===== config.mk =====
export PLATFORM = sky130hd
export DESIGN_NAME = uart_tx_brk
export DESIGN_NICKNAME = d
export VERILOG_FILES = /design/src/rtl/uart_tx_brk_pkg.sv /design/src/rtl/utx_bit_timer.sv /design/src/rtl/utx_frame_shaper.sv /design/src/rtl/utx_flow_gate.sv /design/src/rtl/utx_seq.sv /design/src/rtl/uart_tx_brk.sv
export SDC_FILE = /design/constraint.sdc
export NUM_CORES = 1
export LEC_CHECK = 0
export BUFFER_PORTS_ARGS = -buffer_cell sky130_fd_sc_hd__buf_4
export CORE_ASPECT_RATIO = 1.1
export CORE_MARGIN = 3
export CORE_UTILIZATION = 40
export CTS_CLUSTER_SIZE = 24
export DETAILED_ROUTE_END_ITERATION = 12
export PLACE_DENSITY = 0.66
export SYNTH_ARGS = -nofsm -noshare
export SYNTH_HDL_FRONTEND = slang
export SYNTH_HIERARCHICAL = 1
export SYNTH_SLANG_ARGS = --single-unit

===== constraint.sdc =====
create_clock -name clk -period 5.4 [get_ports clk]
set_input_delay 0.27 -clock clk [delete_from_list [all_inputs] [get_ports clk]]
set_output_delay 0.27 -clock clk [all_outputs]
set_load 0.02 [all_outputs]

===== src/rtl/uart_tx_brk_pkg.sv =====
package uart_tx_brk_pkg;

   // Sequencer states; encoding order carries no meaning.
   typedef enum logic [2:0] {
      ST_IDLE,
      ST_START,
      ST_DATA,
      ST_PARITY,
      ST_STOP,
      ST_BREAK,
      ST_MARK
   } tx_state_e;

   // Frame options captured at the moment a character is taken.
   typedef struct packed {
      logic two_stop;
      logic par_en;
      logic par_bit;
   } frame_cfg_t;

endpackage


===== src/rtl/utx_bit_timer.sv =====
module utx_bit_timer #(
   parameter int TICKS_PER_BIT = 16
) (
   input  logic clk,
   input  logic rst_n,
   input  logic run,
   input  logic baud_tick,
   output logic bit_end
);
   localparam int CNT_W = (TICKS_PER_BIT > 2) ? $clog2(TICKS_PER_BIT) : 1;
   localparam logic [CNT_W-1:0] LAST = CNT_W'(TICKS_PER_BIT - 1);

   logic [CNT_W-1:0] cnt;

   assign bit_end = run && baud_tick && (cnt == LAST);

   always_ff @(posedge clk or negedge rst_n) begin
      if (!rst_n) begin
         cnt <= '0;
      end else if (!run) begin
         cnt <= '0;
      end else if (baud_tick) begin
         cnt <= (cnt == LAST) ? '0 : cnt + 1'b1;
      end
   end

   initial begin : p_param_chk
      assert (TICKS_PER_BIT >= 2) else $error("TICKS_PER_BIT must be at least 2");
   end
endmodule


===== src/rtl/utx_frame_shaper.sv =====
module utx_frame_shaper #(
   parameter int DATA_W = 8,
   localparam int IDX_W = $clog2(DATA_W)
) (
   input  logic [DATA_W-1:0] raw_data,
   input  logic              word_long,
   input  logic              par_odd,
   output logic [DATA_W-1:0] shaped_data,
   output logic              par_bit,
   output logic [IDX_W-1:0]  last_idx
);
   // The top data bit exists only for long words; it is masked otherwise.
   for (genvar i = 0; i < DATA_W; i++) begin : g_mask
      if (i == DATA_W - 1) begin : g_top
         assign shaped_data[i] = raw_data[i] & word_long;
      end else begin : g_low
         assign shaped_data[i] = raw_data[i];
      end
   end

   assign par_bit  = (^shaped_data) ^ par_odd;
   assign last_idx = word_long ? IDX_W'(DATA_W - 1) : IDX_W'(DATA_W - 2);

   initial begin : p_param_chk
      assert (DATA_W >= 2) else $error("DATA_W must be at least 2");
   end
endmodule


===== src/rtl/utx_flow_gate.sv =====
module utx_flow_gate #(
   parameter bit CTS_ACTIVE_LOW = 1'b0
) (
   input  logic cts_in,
   input  logic cts_force,
   output logic flow_ok
);
   if (CTS_ACTIVE_LOW) begin : g_low
      assign flow_ok = cts_force | ~cts_in;
   end else begin : g_high
      assign flow_ok = cts_force | cts_in;
   end
endmodule


===== src/rtl/utx_seq.sv =====
module utx_seq
   import uart_tx_brk_pkg::*;
#(
   parameter int DATA_W = 8,
   localparam int IDX_W = $clog2(DATA_W)
) (
   input  logic              clk,
   input  logic              rst_n,
   input  logic              active,
   input  logic              brk_req,
   input  logic              flow_ok,
   input  logic              fifo_valid,
   input  logic [DATA_W-1:0] load_data,
   input  logic [IDX_W-1:0]  load_last,
   input  frame_cfg_t        load_cfg,
   input  logic              bit_end,
   output logic              fifo_pop,
   output logic              txd,
   output logic              busy
);
   tx_state_e         st;
   logic [DATA_W-1:0] shreg;
   logic [IDX_W-1:0]  idx;
   logic [IDX_W-1:0]  last_q;
   frame_cfg_t        cfg_q;
   logic              second;
   logic              take;

   assign take     = (st == ST_IDLE) && active && !brk_req && fifo_valid && flow_ok;
   assign fifo_pop = take;
   assign busy     = (st != ST_IDLE);

   always_comb begin
      unique case (st)
         ST_START, ST_BREAK: txd = 1'b0;
         ST_DATA:            txd = shreg[0];
         ST_PARITY:          txd = cfg_q.par_bit;
         default:            txd = 1'b1;
      endcase
   end

   always_ff @(posedge clk or negedge rst_n) begin
      if (!rst_n) begin
         st     <= ST_IDLE;
         shreg  <= '0;
         idx    <= '0;
         last_q <= '0;
         cfg_q  <= '0;
         second <= 1'b0;
      end else if (!active) begin
         st     <= ST_IDLE;
         second <= 1'b0;
      end else begin
         case (st)
            ST_IDLE: begin
               if (brk_req) begin
                  st <= ST_BREAK;
               end else if (take) begin
                  shreg  <= load_data;
                  last_q <= load_last;
                  cfg_q  <= load_cfg;
                  st     <= ST_START;
               end
            end
            ST_START: begin
               if (bit_end) begin
                  idx <= '0;
                  st  <= ST_DATA;
               end
            end
            ST_DATA: begin
               if (bit_end) begin
                  shreg <= shreg >> 1;
                  if (idx == last_q) begin
                     second <= 1'b0;
                     st     <= cfg_q.par_en ? ST_PARITY : ST_STOP;
                  end else begin
                     idx <= idx + 1'b1;
                  end
               end
            end
            ST_PARITY: begin
               if (bit_end) st <= ST_STOP;
            end
            ST_STOP: begin
               if (bit_end) begin
                  if (cfg_q.two_stop && !second) begin
                     second <= 1'b1;
                  end else begin
                     second <= 1'b0;
                     st     <= brk_req ? ST_BREAK : ST_IDLE;
                  end
               end
            end
            ST_BREAK: begin
               if (bit_end && !brk_req) begin
                  second <= 1'b0;
                  st     <= ST_MARK;
               end
            end
            ST_MARK: begin
               if (bit_end) begin
                  if (!second) begin
                     second <= 1'b1;
                  end else begin
                     second <= 1'b0;
                     st     <= ST_IDLE;
                  end
               end
            end
            default: st <= ST_IDLE;
         endcase
      end
   end

   AST_POP_STARTS_FRAME: assert property (@(posedge clk) disable iff (!rst_n)
      fifo_pop |=> (st == ST_START && !txd));

   AST_BREAK_RELEASE_MARKS: assert property (@(posedge clk) disable iff (!rst_n)
      (st == ST_BREAK && active && bit_end && !brk_req) |=> (st == ST_MARK && txd));

   AST_STOP_INTO_BREAK: assert property (@(posedge clk) disable iff (!rst_n)
      (st == ST_STOP && active && bit_end && brk_req && (!cfg_q.two_stop || second))
      |=> (st == ST_BREAK && !txd));
endmodule


===== src/rtl/uart_tx_brk.sv =====
module uart_tx_brk
   import uart_tx_brk_pkg::*;
#(
   parameter int DATA_W         = 8,
   parameter int TICKS_PER_BIT  = 16,
   parameter bit CTS_ACTIVE_LOW = 1'b0
) (
   input  logic              clk,
   input  logic              rst_n,
   input  logic              baud_tick,
   input  logic              glb_en,
   input  logic              tx_en,
   input  logic              brk_req,
   input  logic              two_stop,
   input  logic              word_long,
   input  logic              par_en,
   input  logic              par_odd,
   input  logic              cts_in,
   input  logic              cts_force,
   input  logic              fifo_valid,
   input  logic [DATA_W-1:0] fifo_data,
   output logic              fifo_pop,
   output logic              txd,
   output logic              busy
);
   localparam int IDX_W = $clog2(DATA_W);

   logic              active;
   logic              flow_ok;
   logic              bit_end;
   logic [DATA_W-1:0] shaped;
   logic              par_bit;
   logic [IDX_W-1:0]  last_idx;
   frame_cfg_t        cfg_now;

   assign active  = glb_en && tx_en;
   assign cfg_now = '{two_stop: two_stop, par_en: par_en, par_bit: par_bit};

   utx_flow_gate #(.CTS_ACTIVE_LOW(CTS_ACTIVE_LOW)) u_flow (
      .cts_in    (cts_in),
      .cts_force (cts_force),
      .flow_ok   (flow_ok)
   );

   utx_frame_shaper #(.DATA_W(DATA_W)) u_shape (
      .raw_data    (fifo_data),
      .word_long   (word_long),
      .par_odd     (par_odd),
      .shaped_data (shaped),
      .par_bit     (par_bit),
      .last_idx    (last_idx)
   );

   utx_bit_timer #(.TICKS_PER_BIT(TICKS_PER_BIT)) u_timer (
      .clk       (clk),
      .rst_n     (rst_n),
      .run       (busy),
      .baud_tick (baud_tick),
      .bit_end   (bit_end)
   );

   utx_seq #(.DATA_W(DATA_W)) u_seq (
      .clk        (clk),
      .rst_n      (rst_n),
      .active     (active),
      .brk_req    (brk_req),
      .flow_ok    (flow_ok),
      .fifo_valid (fifo_valid),
      .load_data  (shaped),
      .load_last  (last_idx),
      .load_cfg   (cfg_now),
      .bit_end    (bit_end),
      .fifo_pop   (fifo_pop),
      .txd        (txd),
      .busy       (busy)
   );

   AST_POP_GATED: assert property (@(posedge clk) disable iff (!rst_n)
      fifo_pop |-> (fifo_valid && glb_en && tx_en && !brk_req
                    && (cts_force || (cts_in ^ CTS_ACTIVE_LOW))));

   AST_NO_POP_WHILE_BUSY: assert property (@(posedge clk) disable iff (!rst_n)
      busy |-> !fifo_pop);

   AST_GLB_OFF_PARKS: assert property (@(posedge clk) disable iff (!rst_n)
      !glb_en |=> (!busy && txd));

   AST_TX_OFF_PARKS: assert property (@(posedge clk) disable iff (!rst_n)
      !tx_en |=> (!busy && txd));

   AST_TXD_HOLDS_MIDBIT: assert property (@(posedge clk) disable iff (!rst_n)
      (busy && $past(busy) && !$past(baud_tick)) |-> $stable(txd));

   initial begin : p_param_chk
      assert (DATA_W >= 2) else $error("DATA_W must be at least 2");
      assert (TICKS_PER_BIT >= 2) else $error("TICKS_PER_BIT must be at least 2");
   end
endmodule


==> results.json, run 1 <==
{
  "initial_detailed_routing_violation_count": 64,
  "worst-endpoint-arrival_ns": 2.81,
  "max_freq_mhz": 380.2,
  "routedWlPerCell_um": 14.26,
  "crit_required_ns": 5.58,
  "detailed_placer_s_ending_hpwl_mm": 2.527,
  "die-area_um2": 4848,
  "fin_area_um2": 1800,
  "worst_hold_path_type": "in2reg",
  "yosys_register_bits": 25,
  "ant_nets": 0,
  "final_common_cell": "sky130_fd_sc_hd__dfrtp_1",
  "routabilityCongestion": 0.7868,
  "cp-start-kind": "flop",
  "design_power_total_uw": 514.3,
  "clock-root-buffer": "sky130_fd_sc_hd__clkbuf_8",
  "initial_utilization_pct": 42.95,
  "status": "completed",
  "fillCellCount": 347,
  "clock_tree.buffer_depth": 2,
  "fin_crit_ns": 2.630,
  "finClkSkew_ns": 0.004392,
  "multi_input_comb_area_um2": 850.8,
  "ys_seq_area_share_pct": 38.64,
  "area_of_the_mapped_netlist_um2": 1619,
  "firstDrtPassIters": 4,
  "postPlaceCellArea_um2": 1745,
  "min_period_over_period_pct": 48.70,
  "reg2reg_depth": 9,
  "pwr_density_cell_nw_per_um2": 285.7,
  "die_w_um": 66.66,
  "grt_start_max_net_pins": 26,
  "core_area_um2": 3770,
  "timing_worst_setup_path_type": "reg2reg",
  "timing_worst_slew_pin_value_ns": 0.8577,
  "timing.setup.tns_ns": 0,
  "cts_buffers": 3,
  "first_global_vias": 1197,
  "overflow": 0,
  "asyncSetResetFlopFracSynth_pct": 100.0,
  "crit_path_max_fanout": 16,
  "placement_rows": 23,
  "clkLatencyLatePin_ns": 0.26,
  "io_pins": 24,
  "report.final.hold_viol_count": 0,
  "area_growth_pct": 11.21,
  "route.detailed.drc": 0,
  "cts_tree": "built",
  "ys_types": 45,
  "slew_headroom_pct": 42.82,
  "cts.sink_count": 25,
  "ir_drop_mv": 0.1712,
  "drv.max_cap_violation_count": 0,
  "synth-warning-count": 6,
  "synth_edf_count": 0,
  "register_area_um2": 625.6,
  "post_synthesis_area_per_instance_um2": 9.753,
  "layout_common_cells": "25 x sky130_fd_sc_hd__dfrtp_1, 24 x sky130_fd_sc_hd__buf_4, 14 x sky130_fd_sc_hd__nor2_1, 11 x sky130_fd_sc_hd__nand2_1, 11 x sky130_fd_sc_hd__xnor2_1",
  "cts.reportedPaths.clkPinSlew_ns": 0.08,
  "postSynth.topFlopCell": "sky130_fd_sc_hd__dfrtp_1",
  "route.detailed.vias_per_inst": 5.252,
  "crit_path_end_kind": "flop",
  "clock_tree.htree_level_count": 1,
  "grt_antenna_before_repair": 0,
  "postCtsResizedCells": 0,
  "min_delay_path_depth": 2,
  "final_layout_size_suffix_gt1_share_pct": 21.67,
  "grt_pass1_wl_mm": 5.520,
  "drv_slew": 0,
  "grt_setup_unrepaired": "false",
  "number_of_vias_after_detailed_routing": 1208,
  "count_of_mapped_cells_out_of_synthesis": 166,
  "buffer_ports.inserted": 23,
  "report.final.setup_viol": 0,
  "leakage_power_nw": 0.7340,
  "wl_mm": 3.279,
  "die_height_um": 72.73,
  "grt_use_total_pct": 14.81,
  "final_net_count": 204,
  "antenna-diode-count": 0
}
==> timing repair <==
item | in CTS | in global routing
setup buffers | 0 | 0
endpoints found under the hold margin | 25 | 0
hold buffers | 1 | 0
==> synth_stat cells, types with 3 or more instances <==
library cell / n / area (um^2)
sky130_fd_sc_hd__dfrtp_1: 25 / 625.6
sky130_fd_sc_hd__nor2_1: 14 / 52.55
sky130_fd_sc_hd__buf_4: 11 / 82.58
sky130_fd_sc_hd__nand2_1: 11 / 41.29
sky130_fd_sc_hd__xnor2_1: 11 / 96.34
sky130_fd_sc_hd__o21ai_0: 9 / 45.04
sky130_fd_sc_hd__a21oi_1: 8 / 40.04
sky130_fd_sc_hd__mux2i_1: 8 / 80.08
sky130_fd_sc_hd__mux2_1: 7 / 78.83
sky130_fd_sc_hd__nand3_1: 7 / 35.03
sky130_fd_sc_hd__inv_1: 6 / 22.52
sky130_fd_sc_hd__and2_1: 3 / 18.77
sky130_fd_sc_hd__buf_2: 3 / 15.01
sky130_fd_sc_hd__nand3b_1: 3 / 22.52
sky130_fd_sc_hd__nor3_1: 3 / 15.01
==> logic make-up after synthesis <==
logic type                 share of synthesized area, %
muxes                                             9.815
other                                            0.2316
DFF                                               38.64
xor gates and xnor gates                          8.423
adders and majority gates                         1.545
AOI/OAI and AO/OA                                 14.84
buffers and inverters                             9.041
and+or+nand+nor                                   17.47
==> final cells by class <==
| cell class | instances | share of cell area, % |
|---|---|---|
| Sequential cell | 25 | 34.75 |
| Tap cell | 50 | 3.475 |
| Clock buffer | 4 | 2.502 |
| Multi-Input combinational cell | 119 | 47.25 |
| Inverter | 7 | 1.459 |
| Timing Repair Buffer | 25 | 10.56 |
==> final timing paths <==
check / start / end / slack (ns)
hold / removal: par_en / u_seq/cfg_q[1] / 0.22
min in group asynchronous: rst_n / u_timer/cnt[1] / 0.44
max in group asynchronous: rst_n / u_seq/cfg_q[2] / 4.72
setup reg to reg: u_seq/st[1] / u_seq/shreg[7] / 2.77
hold reg to reg: u_seq/second / u_seq/second / 0.50
setup / recovery: u_seq/st[1] / u_seq/shreg[7] / 2.77
==> power by group <==
| group | total, mW | internal, mW | leakage (nW) | switching, mW |
|---|---|---|---|---|
| Clock | 0.110 | 0.0527 | 0.0228 | 0.0571 |
| Sequential | 0.270 | 0.236 | 0.317 | 0.0343 |
| Combinational | 0.135 | 0.0669 | 0.394 | 0.0678 |
==> routing by layer <==
metal | share of wire, % | global-route usage, % | vias to the layer above
met1 | 40 | 17.27 | 575
li1 | - | - | 589
met5 | 0 | 0 | -
met2 | 53 | 26.54 | 39
met3 | 5.1 | 2.928 | 5
met4 | 1.5 | 5.418 | 0
==> state kept, by name, indices dropped and copies added, names as in the netlist <==
signal,count
u_seq/idx,3
u_seq/st,3
u_seq/cfg_q,3
u_seq/shreg,8
u_seq/last_q,3
u_seq/second,1
u_timer/cnt,4
==> through the flow <==
stage	utilization, %	hold WS [ns]	std cells	setup slack, ns
after detailed placement	46.30	0.1950	225	2.776
after floorplan	-	-0.02559	167	3.386
after global placement	46.30	0.1922	225	2.975
after global routing	47.76	0.2159	230	2.529
after CTS	47.76	0.2196	230	2.791
final	47.76	0.2224	230	2.770
==> worst max-delay path, cell delays in order, from the launching register on <==
cell	delay, ns
sky130_fd_sc_hd__dfrtp_1	0.61
sky130_fd_sc_hd__nor3_2	0.15
sky130_fd_sc_hd__inv_2	0.13
sky130_fd_sc_hd__nand3_1	0.08
sky130_fd_sc_hd__nor2_1	0.22
sky130_fd_sc_hd__nand2_1	0.12
sky130_fd_sc_hd__o21a_1	0.17
sky130_fd_sc_hd__a2111oi_4	0.80
sky130_fd_sc_hd__nand3b_1	0.13
sky130_fd_sc_hd__o21ai_0	0.12
Note: power is estimated with default switching activity, not from simulation.
==> inputs of run 2 (changes only) <==
--- a/config.mk
+++ b/config.mk
@@ -11,7 +11,7 @@
 export CORE_UTILIZATION = 40
 export CTS_CLUSTER_SIZE = 24
 export DETAILED_ROUTE_END_ITERATION = 12
-export PLACE_DENSITY = 0.66
+export PLACE_DENSITY = 0.69
 export SYNTH_ARGS = -nofsm -noshare
 export SYNTH_HDL_FRONTEND = slang
 export SYNTH_HIERARCHICAL = 1
==> constraint.sdc (replaced) <==
create_clock -name clk -period 2.2 [get_ports clk]
set_input_delay 0.11 -clock clk [delete_from_list [all_inputs] [get_ports clk]]
set_output_delay 0.11 -clock clk [all_outputs]
set_load 0.02 [all_outputs]
==> results.json, run 2 (synthesis results as in run 1) <==
{
  "initial_detailed_routing_violation_count": 55,
  "drt-met1-wl_mm": 1.338,
  "worst_hold_path_type": "in2reg",
  "postCtsSetupBuffers": 0,
  "detailed_placer_s_ending_hpwl_mm": 2.420,
  "ant_nets": 0,
  "buffer_ports.inserted": 23,
  "crit_path_end_kind": "flop",
  "status": "completed",
  "clock_tree.buffer_depth": 2,
  "final_net_count": 209,
  "pwr_density_cell_nw_per_um2": 690.3,
  "first_global_vias": 1203,
  "top_regs": "u_seq/shreg (8), u_timer/cnt (4)",
  "fin_crit_ns": 2.009,
  "drv.max_cap_violation_count": 0,
  "cts.reportedPaths.clkPinSlew_ns": 0.09,
  "layout_common_cells": "28 x sky130_fd_sc_hd__buf_4, 25 x sky130_fd_sc_hd__dfrtp_1, 13 x sky130_fd_sc_hd__nor2_1, 11 x sky130_fd_sc_hd__nand2_1, 11 x sky130_fd_sc_hd__xnor2_1",
  "postPlaceCellArea_um2": 1783,
  "max_stage_delay_ns": 0.40,
  "ir_drop_mv": 0.3844,
  "numPlacedInstances": 230,
  "min_setup_slack_post_route_ns": 0.1912,
  "routed.top_layer": "met4",
  "clock-root-buffer": "sky130_fd_sc_hd__clkbuf_8",
  "die_height_um": 72.73,
  "min_period_over_period_pct": 91.31,
  "post_layout_util_pct": 48.92,
  "routedWlPerCell_um": 13.20,
  "fin_area_um2": 1844,
  "placement_rows": 23,
  "final_common_cell": "sky130_fd_sc_hd__buf_4",
  "die-area_um2": 4848,
  "number_of_vias_after_detailed_routing": 1232,
  "timing.setup.tns_ns": 0,
  "clock_tree.htree_level_count": 1,
  "finClkSkew_ns": 0.002258,
  "crit_required_ns": 2.35,
  "cts_tree": "built",
  "wl_mm": 3.102,
  "grt_start_max_net_pins": 26,
  "area_growth_pct": 13.91,
  "timing_worst_setup_path_type": "reg2reg",
  "route.detailed.vias_per_inst": 5.243,
  "route.detailed.drc": 0,
  "finalNonFillerCells": 235,
  "initial_utilization_pct": 42.95,
  "met3WireLength_um": 120,
  "worst-endpoint-arrival_ns": 2.16,
  "routabilityCongestion": 0.8553,
  "report.final.setup_viol": 0,
  "drv_slew": 0,
  "final_layout_size_suffix_gt1_share_pct": 24.32,
  "cts_buffers": 3,
  "grt_use_total_pct": 14.20,
  "pre_cts_ws_ns": 0.2077,
  "cts.sink_count": 25,
  "largest_register_ff_count": 8,
  "die_w_um": 66.66,
  "overflow": 0,
  "firstDrtPassIters": 4,
  "regMostFlops": "u_seq/shreg",
  "slowest_stage": "sky130_fd_sc_hd__dfrtp_1",
  "grt_antenna_before_repair": 0,
  "crit_path_cell_trace": "nor3_2, inv_2, nand3_1, nor2_2, or3b_1, o22ai_1, a211oi_2, a41oi_1, o21ai_1",
  "grt_pass1_wl_mm": 5.340,
  "leakage_power_nw": 0.7606,
  "clkLatencyLatePin_ns": 0.27,
  "antenna-diode-count": 0,
  "io_pins": 24,
  "core_area_um2": 3770,
  "crit_path_max_fanout": 7,
  "cp-start-kind": "flop",
  "route.met2.wl_mm": 1.620,
  "report.final.hold_viol_count": 0,
  "grt_setup_unrepaired": "false",
  "max_freq_mhz": 497.8
}
[run 2: final timing paths]
check	end	slack (ns)	start	cells past startpoint
hold reg to reg	u_seq/cfg_q[0]	0.49	u_seq/cfg_q[0]	1
hold / removal	u_seq/cfg_q[1]	0.06	par_en	2
max in group asynchronous	u_seq/second	1.69	rst_n	2
setup / recovery	u_seq/st[1]	0.19	u_seq/st[0]	9
setup reg to reg	u_seq/st[1]	0.19	u_seq/st[0]	9
min in group asynchronous	u_timer/cnt[0]	0.27	rst_n	2
[run 2: power by group]
group	switching [mW]	internal, mW
clock network	0.145	0.130
registers	0.0688	0.578
logic	0.177	0.175
[run 2: critical path, delay by kind of cell, from the launching register on]
kind | cells | cell delay, ns
AND/OR/NAND/NOR | 4 | 0.78
AO/OA/AOI/OAI | 4 | 0.60
flip-flops | 1 | 0.40
buffers and inverters | 1 | 0.11
[run 2: repair_timing]
item / CTS / global route
hold buffers: 1 / 0
hold endpoints to repair: 25 / 0
gates resized for setup: 0 / 2
endpoints found under the setup margin: 0 / 6
[run 2: area by class of cell]
class                      instances  area (um^2)
fill                             347         1926
multi-input combinational        119        853.3
sequential                        25        625.6
timing repair buffer              30        231.5
tap                               50        62.56
clock buffer                       4        45.04
inverter                           7        26.28
[run 2: metrics by stage]
step / total power [mW] / hold WS, ns
final: 1.273 / 0.06079
after floorplan: 0.9057 / -0.1856
after global placement: 0.9924 / 0.02872
after CTS: 1.283 / 0.06131
after global routing: 1.361 / 0.05656
after detailed placement: 1.010 / 0.03639
[run 2: per-layer routing]
metal | vias to the layer above | track usage [%]
met3 | 2 | 1.849
met1 | 600 | 17.38
li1 | 600 | -
met5 | - | 0
met4 | 0 | 5.418
met2 | 30 | 25.11
